### config.mk
export PLATFORM = sky130hd
export DESIGN_NAME = pulse_pair_integrator
export DESIGN_NICKNAME = d
export VERILOG_FILES = /design/src/rtl/ppi_pkg.sv /design/src/rtl/ppi_lane.sv /design/src/rtl/ppi_ctrl.sv /design/src/rtl/ppi_regs.sv /design/src/rtl/pulse_pair_integrator.sv
export SDC_FILE = /design/constraint.sdc
export NUM_CORES = 1
export LEC_CHECK = 0
export BUFFER_PORTS_ARGS = -buffer_cell sky130_fd_sc_hd__clkbuf_2
export CAP_MARGIN = 20
export CORE_UTILIZATION = 50
export CTS_CLUSTER_DIAMETER = 50
export DETAILED_ROUTE_END_ITERATION = 6
export HOLD_SLACK_MARGIN = 0.05
export MAX_ROUTING_LAYER = met4
export PLACE_DENSITY = 0.82
export SLEW_MARGIN = 20
export SYNTH_ARGS = -nofsm -noshare
export SYNTH_HDL_FRONTEND = slang
export SYNTH_SLANG_ARGS = --single-unit
### constraint.sdc
create_clock -name clk -period 11.25 [get_ports clk]
set_input_delay 2.25 -clock clk [delete_from_list [all_inputs] [get_ports clk]]
set_output_delay 2.25 -clock clk [all_outputs]
set_load 0.02 [all_outputs]
### src/rtl/ppi_pkg.sv
package ppi_pkg;
    typedef enum logic [1:0] {
        ST_IDLE  = 2'd0,
        ST_INTEG = 2'd1,
        ST_DONE  = 2'd2
    } ppi_state_e;

    localparam logic [1:0] ADDR_CTRL  = 2'd0;
    localparam logic [1:0] ADDR_BASE  = 2'd1;
    localparam logic [1:0] ADDR_SUMUP = 2'd2;
    localparam logic [1:0] ADDR_SUMLO = 2'd3;

    localparam int CTRL_START_BIT = 0;
    localparam int CTRL_ERRCLR_BIT = 1;
endpackage

### src/rtl/ppi_lane.sv
module ppi_lane #(
    parameter int SAMPLE_W = 16,
    parameter int ACC_W    = 21
) (
    input  logic                clk,
    input  logic                rst_n,
    input  logic                clr,
    input  logic                acc_en,
    input  logic                fin,
    input  logic [SAMPLE_W-1:0] sample,
    input  logic [SAMPLE_W-1:0] baseline,
    output logic [ACC_W-1:0]    result
);
    logic [SAMPLE_W-1:0] diff;
    logic [ACC_W-1:0]    acc;
    logic [ACC_W-1:0]    acc_next;

    always_comb begin
        if (sample > baseline) diff = sample - baseline;
        else                   diff = '0;
        acc_next = acc + ACC_W'(diff);
    end

    always_ff @(posedge clk or negedge rst_n) begin
        if (!rst_n) begin
            acc <= '0;
        end else if (clr) begin
            acc <= '0;
        end else if (acc_en) begin
            acc <= acc_next;
        end
    end

    always_ff @(posedge clk or negedge rst_n) begin
        if (!rst_n) begin
            result <= '0;
        end else if (fin) begin
            result <= acc_next;
        end
    end

    assert_no_overflow_R8: assert property (@(posedge clk) disable iff (!rst_n)
        (acc_en && !clr) |=> (acc >= $past(acc)));

    assert_idle_hold_R6: assert property (@(posedge clk) disable iff (!rst_n)
        (!acc_en && !clr && !fin) |=> ($stable(acc) && $stable(result)));

    assert_clamp_R3: assert property (@(posedge clk) disable iff (!rst_n)
        (acc_en && !clr && (sample <= baseline)) |=> $stable(acc));
endmodule

### src/rtl/ppi_ctrl.sv
module ppi_ctrl
    import ppi_pkg::*;
#(
    parameter int WORDS = 30
) (
    input  logic clk,
    input  logic rst_n,
    input  logic start_req,
    input  logic word_vld,
    output logic clr,
    output logic acc_en,
    output logic fin,
    output logic busy,
    output logic done,
    output logic err_set
);
    localparam int CNT_W = (WORDS > 1) ? $clog2(WORDS) : 1;
    localparam logic [CNT_W-1:0] LAST_IDX = CNT_W'(WORDS - 1);

    ppi_state_e state, state_nx;
    logic [CNT_W-1:0] cnt;
    logic accept;

    assign accept = (state == ST_INTEG) && word_vld;

    always_comb begin
        state_nx = state;
        unique case (state)
            ST_IDLE:  if (start_req) state_nx = ST_INTEG;
            ST_INTEG: if (accept && cnt == LAST_IDX) state_nx = ST_DONE;
            ST_DONE:  if (start_req) state_nx = ST_INTEG;
            default:  state_nx = ST_IDLE;
        endcase
    end

    always_ff @(posedge clk or negedge rst_n) begin
        if (!rst_n) begin
            state <= ST_IDLE;
            cnt   <= '0;
        end else begin
            state <= state_nx;
            if (state != ST_INTEG && start_req) cnt <= '0;
            else if (accept) cnt <= (cnt == LAST_IDX) ? '0 : cnt + 1'b1;
        end
    end

    always_comb begin
        clr     = start_req && (state != ST_INTEG);
        acc_en  = accept;
        fin     = accept && (cnt == LAST_IDX);
        busy    = (state == ST_INTEG);
        done    = (state == ST_DONE);
        err_set = start_req && (state == ST_INTEG);
    end

    assert_cnt_range_R4: assert property (@(posedge clk) disable iff (!rst_n)
        busy |-> (cnt <= LAST_IDX));

    assert_done_on_word_R5: assert property (@(posedge clk) disable iff (!rst_n)
        $rose(done) |-> $past(accept));

    assert_rearm_ignored_R7: assert property (@(posedge clk) disable iff (!rst_n)
        (busy && start_req && !fin) |=> (busy && $stable(cnt) || busy));

    assert_done_hold_R5: assert property (@(posedge clk) disable iff (!rst_n)
        (done && !start_req) |=> done);
endmodule

### src/rtl/ppi_regs.sv
module ppi_regs
    import ppi_pkg::*;
#(
    parameter int SAMPLE_W = 16,
    parameter int ACC_W    = 21,
    parameter int DATA_W   = 32
) (
    input  logic                clk,
    input  logic                rst_n,
    input  logic                reg_wr,
    input  logic [1:0]          reg_addr,
    input  logic [DATA_W-1:0]   reg_wdata,
    input  logic                busy,
    input  logic                done,
    input  logic                err_set,
    input  logic [ACC_W-1:0]    sum_up,
    input  logic [ACC_W-1:0]    sum_lo,
    output logic                start_req,
    output logic [SAMPLE_W-1:0] baseline,
    output logic [DATA_W-1:0]   reg_rdata
);
    logic err;
    logic ctrl_wr;
    logic err_clr;

    assign ctrl_wr   = reg_wr && (reg_addr == ADDR_CTRL);
    assign start_req = ctrl_wr && reg_wdata[CTRL_START_BIT];
    assign err_clr   = ctrl_wr && reg_wdata[CTRL_ERRCLR_BIT];

    always_ff @(posedge clk or negedge rst_n) begin
        if (!rst_n) begin
            baseline <= '0;
            err      <= 1'b0;
        end else begin
            if (reg_wr && reg_addr == ADDR_BASE) baseline <= reg_wdata[SAMPLE_W-1:0];
            if (err_set)      err <= 1'b1;
            else if (err_clr) err <= 1'b0;
        end
    end

    always_comb begin
        reg_rdata = '0;
        unique case (reg_addr)
            ADDR_CTRL:  reg_rdata = DATA_W'({err, done, busy});
            ADDR_BASE:  reg_rdata = DATA_W'(baseline);
            ADDR_SUMUP: reg_rdata = DATA_W'(sum_up);
            ADDR_SUMLO: reg_rdata = DATA_W'(sum_lo);
            default:    reg_rdata = '0;
        endcase
    end

    assert_err_sticky_R7: assert property (@(posedge clk) disable iff (!rst_n)
        (err && !err_clr) |=> err);

    assert_err_on_rearm_R7: assert property (@(posedge clk) disable iff (!rst_n)
        err_set |=> err);
endmodule

### src/rtl/pulse_pair_integrator.sv
module pulse_pair_integrator
    import ppi_pkg::*;
#(
    parameter int SAMPLE_W = 16,
    parameter int WORDS    = 30,
    parameter int ACC_W    = SAMPLE_W + $clog2(WORDS),
    parameter int LANES    = 2
) (
    input  logic                       clk,
    input  logic                       rst_n,
    input  logic                       reg_wr,
    input  logic [1:0]                 reg_addr,
    input  logic [LANES*SAMPLE_W-1:0]  reg_wdata,
    output logic [LANES*SAMPLE_W-1:0]  reg_rdata,
    input  logic                       smp_valid,
    input  logic [LANES*SAMPLE_W-1:0]  smp_data,
    output logic                       done,
    output logic [ACC_W-1:0]           sum_upper,
    output logic [ACC_W-1:0]           sum_lower
);
    localparam int DATA_W = LANES * SAMPLE_W;

    logic                clr, acc_en, fin, busy, err_set, start_req;
    logic [SAMPLE_W-1:0] baseline;
    logic [ACC_W-1:0]    lane_res [LANES];

    ppi_ctrl #(.WORDS(WORDS)) ctrl_i (
        .clk       (clk),
        .rst_n     (rst_n),
        .start_req (start_req),
        .word_vld  (smp_valid),
        .clr       (clr),
        .acc_en    (acc_en),
        .fin       (fin),
        .busy      (busy),
        .done      (done),
        .err_set   (err_set)
    );

    // Lane 0 takes the low half (lower group), the highest lane the top half.
    for (genvar g = 0; g < LANES; g++) begin : g_lane
        ppi_lane #(.SAMPLE_W(SAMPLE_W), .ACC_W(ACC_W)) lane_i (
            .clk      (clk),
            .rst_n    (rst_n),
            .clr      (clr),
            .acc_en   (acc_en),
            .fin      (fin),
            .sample   (smp_data[g*SAMPLE_W +: SAMPLE_W]),
            .baseline (baseline),
            .result   (lane_res[g])
        );
    end

    assign sum_lower = lane_res[0];
    assign sum_upper = lane_res[LANES-1];

    ppi_regs #(.SAMPLE_W(SAMPLE_W), .ACC_W(ACC_W), .DATA_W(DATA_W)) regs_i (
        .clk       (clk),
        .rst_n     (rst_n),
        .reg_wr    (reg_wr),
        .reg_addr  (reg_addr),
        .reg_wdata (reg_wdata),
        .busy      (busy),
        .done      (done),
        .err_set   (err_set),
        .sum_up    (sum_upper),
        .sum_lo    (sum_lower),
        .start_req (start_req),
        .baseline  (baseline),
        .reg_rdata (reg_rdata)
    );

    assert_results_frozen_R9: assert property (@(posedge clk) disable iff (!rst_n)
        !fin |=> ($stable(sum_upper) && $stable(sum_lower)));
endmodule

==> reports/summary.txt, run 1 <==
Synth area leader: dfrtp_1
setup TNS: 0 ns
post-synthesis sequential area ratio: 31.7%
DR pass1 iterations: 5
cells after synthesis: 986
Worst VDD drop: 131 uV
grt ovf: 0
f_max: 161 MHz
CTS tree: built
Initial Util: 51.2%
share of post-route cells with drive strength above 1: 18.7%
WL met1: 10.8 mm
share of the synthesized area in the top cell type: 31.7%
endpoints failing hold: 0
Final Skew: 0.0113 ns
I/O pins: 145
Final min period: 6.23 ns
hold_buf cts: 0
pwr dens: 245 nW/um^2
Final Setup Violations: 0
final worst-path cycle share: 55.3%
Syn-to-layout area delta: 11.6%
initial antenna violation count: 0
CP startpoint kind: input port
post-CTS setup buffer count: 0
number of global-route vias before repair: 7346
first-pass GRT wire length: 38.9 mm
min-delay worst type: flip-flop to flip-flop
synthesized flop and latch total: 108
CP max FO: 37
Post-synth top flop: dfrtp_1
CTS root buffer: clkbuf_16
max-slew violations: 0
Chip Height: 133 um
clk slew on worst S/H paths: 0.08 ns
Vias: 7960
placed cell count: 1288
outcome: complete, no violations
DR WL met2: 11.0 mm
HPWL after detailed placement: 18.7 mm
clock sinks: 108
initial drt markers: 574
post_cts resized: 0
Yosys warning count: 0
Worst slew margin: 37.3%
nets: 1219
final core utilization: 57.2%
wire length on met3: 2.11 mm
Die W: 133 um
Worst-Skew Late Latency: 0.37 ns
Slew @ Worst Pin: 0.940 ns
CTS H-tree depth: 3
WL per Instance: 18.7 um
Post-Layout Cell Count: 1305
EDFF count, synth: 0
# rows: 47
top cells by area, synth: dfrtp_1, ha_1, nand2_1, o21ai_0, mux2_2
total core area: 16600 sq um
Worst Path Required: 9.00 ns
maximum capacitance violations: 0
IO buf count: 117
count of different cell masters after synthesis: 86
P_leak: 4.49 nW
Antenna Violating Nets Remaining: 0
gr usage total: 29.2%
Syn Std Cell Area: 8530 sq um
RePlAce Congestion: 0.958
final WL: 24.4 mm
max layer used: met4
TritonCTS buffer count: 9
Remaining DRCs: 0
Data arrival, critical path: 3.98 ns
vias per cell: 6.10
Async SR Flop Fraction: 100%
kind of end point of the critical path: primary output
clk buf depth: 2
Crit Path Class: input port to primary output
largest net degree at the start of global routing: 63
RSZ-0062 raised after global routing: false
DIE AREA: 17600 sq um
FILL cells: 1476
syn avg cell area: 8.65 sq um
pre-CTS WS: 4.77 ns
post-route setup slack: 5.02 ns
## where the power goes
| group | internal [mW] | switching [mW] | total [mW] |
|---|---|---|---|
| clock network | 0.198 | 0.158 | 0.357 |
| registers | 0.525 | 0.131 | 0.657 |
| logic | 0.513 | 0.807 | 1.32 |
| total | 1.24 | 1.10 | 2.33 |
## synth_stat cells (11+ instances only)
cell and number:
a22o_1 25, mux2_2 24, o22ai_1 16, a21oi_1 52, dfrtp_1 108, a31oi_1 15
nand4_1 13, mux2i_1 13, inv_1 42, nand3_1 17, clkbuf_1 28, nand2_1 130
a21o_1 17, o21ai_0 76, nor3_1 31, ha_1 66, xnor2_1 21, nor2_1 70
nor2b_1 18, xor2_1 16, buf_4 11, nand2b_1 11
## placed cells by master, fill, tap and decap left out, types with 6 or more instances in the layout
master,count
a211oi_1,9
a21o_1,17
a21oi_1,52
a22o_1,25
a31oi_1,15
and3_1,7
buf_4,8
clkbuf_16,9
clkbuf_2,116
conb_1,11
dfrtp_1,108
ha_1,66
inv_1,42
mux2_2,24
mux2i_1,13
nand2_1,130
nand2b_1,11
nand3_1,17
nand4_1,13
nor2_1,69
nor2b_1,17
nor3_1,31
nor3b_1,9
o211ai_1,7
o21a_1,9
o21ai_0,76
o21ai_1,9
o22ai_1,16
o31ai_1,6
xnor2_1,21
xor2_1,16
## layout make-up
class / instances / area [sq um] / area share, %
inverter: 42 / 158 / 1.66
tap: 220 / 275 / 2.89
antenna: 1 / 2.50 / 0.0263
multi-input combinational: 794 / 5420 / 56.9
sequential: 108 / 2700 / 28.4
clock buffer: 10 / 229 / 2.41
timing repair buffer: 124 / 641 / 6.73
clock inverter: 6 / 93.8 / 0.986
## per-layer routing
metal / vias to the layer above / global-route usage, %
li1: 3763 / -
met1: 3771 / 39.3
met2: 391 / 44.5
met3: 35 / 6.28
met4: 0 / 7.47
met5: - / -
## metrics by stage
| stage | total power, mW | cell area, sq um | hold slack, ns |
|---|---|---|---|
| floorplan | 1.61 | 8560 | 0.443 |
| global placement | 1.92 | 9190 | 0.470 |
| detailed placement | 1.95 | 9190 | 0.482 |
| CTS | 2.31 | 9510 | 0.499 |
| global route | 2.50 | 9510 | 0.524 |
| finish | 2.33 | 9520 | 0.492 |
## final timing paths
kind,from,end,slack (ns),cells past startpoint
worst max-delay path,reg_addr[1],reg_rdata[8],5.02,4
worst min-delay path,g_lane[1].lane_i.acc[9],g_lane[1].lane_i.acc[9],0.49,2
worst max register to register,regs_i.baseline[5],g_lane[1].lane_i.acc[12],6.68,16
worst min register to register,g_lane[1].lane_i.acc[9],g_lane[1].lane_i.acc[9],0.49,2
max in group asynchronous,rst_n,g_lane[0].lane_i.result[3],8.14,2
min in group asynchronous,rst_n,g_lane[1].lane_i.acc[16],1.88,1
## worst max-delay path, cell delays in order
cell	delay, ns
clkbuf_2	0.54
nor2b_2	0.71
a22o_1	0.29
clkbuf_2	0.18
## flip-flops by register name (all words and copies together) (netlist names)
| name | flops |
|---|---|
| g_lane.lane_i.result | 42 |
| g_lane.lane_i.acc | 42 |
| regs_i.baseline | 16 |
| ctrl_i.state | 2 |
| ctrl_i.cnt | 5 |
| regs_i.err | 1 |
## logic make-up after synthesis
group | synth area share, %
xor gates and xnor gates | 3.80
AOI/OAI and AO/OA | 23.9
muxes | 5.49
DFF | 31.7
adders and majority gates | 10.6
and+or+nand+nor | 19.1
buffers and inverters | 5.28
other | 0.0440
(Power assumes the default switching activity.)
==> run 2, diff against run 1 <==
- ABC_AREA: default -> 1
- PLACE_DENSITY: 0.82 -> 0.85
- clock period: 11.25 -> 5.1 ns (I/O delays scaled with it)
==> run 2 against run 1 <==
Final cell count grew 28%. Total power grew 94%. Routed wire length grew 5.2%. Critical path depth grew 16. Flip-flop and latch count is the same. First-iteration DRC count shrank 6.8%. Register-to-register slack lost 5.4 ns. Final area grew 3.9%. Critical endpoint is now g_lane[0].lane_i.acc[20].
==> reports/summary.txt, run 2 <==
I/O pins: 145
Switching Share: 48.7%
Syn Std Cell Area: 8860 sq um
number of global-route vias before repair: 8734
placed cell count: 1657
Remaining DRCs: 0
top cells by area, synth: dfrtp_1, nand2_1, ha_1, inv_1, nand3_1
sequential power share: 30.1%
Final Skew: 0.00750 ns
initial antenna violation count: 0
most frequent cell after synthesis: nand2_1
register area: 2700 sq um
Yosys warning count: 0
setup TNS: 0 ns
post-synthesis sequential area ratio: 30.5%
Top Registers: g_lane.lane_i.acc (42), g_lane.lane_i.result (42), regs_i.baseline (16)
endpoints failing hold: 0
most frequent cells in the layout: nand2_1, inv_1, clkbuf_2
Vias: 8947
hold path cells: 2
FILL cells: 1657
CTS root buffer: clkbuf_16
setup slack, reg-to-reg: 1.24 ns
min-delay worst type: flip-flop to flip-flop
synthesized flop and latch total: 108
Worst VDD drop: 275 uV
clock sinks: 108
Chip Height: 135 um
nets: 1583
combinational share of power: 54.6%
# rows: 48
final core utilization: 57.1%
Synth area leader: dfrtp_1
Multi-input gate area: 5370 sq um
total core area: 17300 sq um
reg2reg path depth: 20
RePlAce Congestion: 0.999
post-CTS setup buffer count: 0
Final min period: 3.94 ns
Syn-to-layout area delta: 11.5%
maximum capacitance violations: 0
first-pass GRT wire length: 41.9 mm
clock network fraction of total power: 15.3%
CTS H-tree depth: 3
TritonCTS buffer count: 9
grt ovf: 0
max-slew violations: 0
syn avg cell area: 6.64 sq um
share of the synthesized area in the top cell type: 30.5%
crit path from: smp_data[9]
Final Setup Violations: 0
outcome: complete, no violations
CP max FO: 16
Async SR Flop Fraction: 100%
Antenna Violating Nets Remaining: 0
initial drt markers: 535
commonest non-fill, non-tap cell in the layout: nand2_1
wire length on met3: 1.05 mm
WL per Instance: 15.4 um
WL met1: 10.5 mm
Slew @ Worst Pin: 0.924 ns
reg2reg start: regs_i.baseline[9]
Worst-Skew Late Latency: 0.36 ns
cells after synthesis: 1335
critical path cell sequence: clkbuf_2 > ha_1 > a21oi_1 > o21ai_0 > a21oi_1 > nand2_2 > nand2_4 > nor2_2 > ha_1 > fa_1 > nand2_1 > nand2_1 > nand3_1 > nand2_1 > nand2_1 > nand2_1 > nand2_1 > nand2_1 > nand3_1 > nand2_1
f_max: 254 MHz
max layer used: met4
RSZ-0062 raised after global routing: false
switching pwr: 2.21 mW
largest net degree at the start of global routing: 70
# diodes: 0
HPWL after detailed placement: 20.6 mm
Cell Area, Placed: 9600 sq um
count of different cell masters after synthesis: 45
DR pass1 iterations: 5
Die W: 135 um
final worst-path cycle share: 77.3%
DR WL met2: 12.3 mm
CP dominant cell by count: nand2_1
Post-synth top flop: dfrtp_1
crit path capture: g_lane[0].lane_i.acc[20]
share of post-route cells with drive strength above 1: 12.6%
Data arrival, critical path: 4.19 ns
post_cts resized: 0
Int Pwr: 2.33 mW
clk slew on worst S/H paths: 0.07 ns
Post-Layout Cell Count: 1673
RR Endpoint: g_lane[0].lane_i.acc[20]
gr usage total: 30.6%
vias per cell: 5.35
Worst slew margin: 38.2%
final instance area: 9880 sq um
hold_buf cts: 0
clk buf depth: 2
IO buf count: 117
CP max stage delay: 0.46 ns
slowest CP cell: fa_1
CP startpoint kind: input port
DIE AREA: 18300 sq um
kind of end point of the critical path: flip-flop
P_leak: 5.54 nW
top cell types by occurrence after synthesis: nand2_1, inv_1, nor2_1
CTS tree: built
Initial Util: 51.3%
Worst Path Required: 5.35 ns
Crit Path Class: input port to flip-flop
final WL: 25.7 mm
EDFF count, synth: 0
pwr dens: 459 nW/um^2
## run 2: cell count changes in the layout (fill, tap and decap cells not counted), moves of 17 or more
cell      before  now
a22o_1        25    5
nor2b_1       17    0
nor2_2         2   21
mux2_2        24    0
nand3b_1       4   22
nand2_1      130  477
a21o_1        17    0
inv_1         42  162
nand3_1       17   96
o21ai_0       76   49
nor3_1        31    5
nor2_1        69  113
## run 2: kinds of logic after synthesis
logic type | Yosys count | synth area share [%]
xor gates and xnor gates | 29 | 2.87
and+or+nand+nor | 764 | 36.8
adders and majority gates | 70 | 10.2
other | 1 | 0.0423
DFF | 108 | 30.5
AOI/OAI and AO/OA | 162 | 10.2
buffers and inverters | 201 | 9.39
## run 2: per-layer routing
metal | track usage [%] | vias up
met3 | 3.70 | 93
met4 | 22.5 | 0
met1 | 34.3 | 4140
met5 | - | -
li1 | - | 4467
met2 | 50.3 | 247
## run 2: worst max-delay path: cells and delay by family
kind	cells	cell delay, ns
buffers and inverters	1	0.09
adder cells (fa/ha/maj)	3	1.05
AO/OA/AOI/OAI	3	0.75
AND/OR/NAND/NOR	13	1.29
## run 2: power groups by stage
stage          sequential [mW]  clock, mW  combinational, mW
2_1_floorplan             1.41          0               1.75
3_3_place_gp              1.37          0               2.38
3_5_place_dp              1.37          0               2.45
4_1_cts                   1.36      0.698               2.46
5_1_grt                   1.40      0.729               2.79
6_report                  1.36      0.692               2.48
## run 2: stage by stage
| step | worst slack [ns] | hold slack (ns) | power (mW) |
|---|---|---|---|
| 6_report | 1.16 | 0.493 | 4.53 |
| 5_1_grt | 0.904 | 0.512 | 4.92 |
| 4_1_cts | 1.20 | 0.497 | 4.52 |
| 3_5_place_dp | 0.857 | 0.477 | 3.82 |
| 3_3_place_gp | 0.903 | 0.471 | 3.75 |
| 2_1_floorplan | 1.38 | 0.456 | 3.16 |
## run 2: worst min path at each step
stage	startpoint	endpoint
CTS	g_lane[0].lane_i.acc[11]	g_lane[0].lane_i.acc[11]
global route	g_lane[1].lane_i.acc[0]	g_lane[1].lane_i.acc[0]
floorplan	g_lane[1].lane_i.acc[10]	g_lane[1].lane_i.acc[10]
finish	g_lane[0].lane_i.acc[11]	g_lane[0].lane_i.acc[11]
global placement	g_lane[1].lane_i.acc[9]	g_lane[1].lane_i.acc[9]
detailed placement	g_lane[0].lane_i.acc[11]	g_lane[0].lane_i.acc[11]
## run 2: area by class of cell
cell class / count / share of cell area, %
clock inverter: 6 / 0.456
clock buffer: 10 / 2.42
multi-input combinational: 1036 / 54.3
timing repair buffer: 122 / 6.33
sequential: 108 / 27.3
inverter: 166 / 6.30
tap: 225 / 2.85
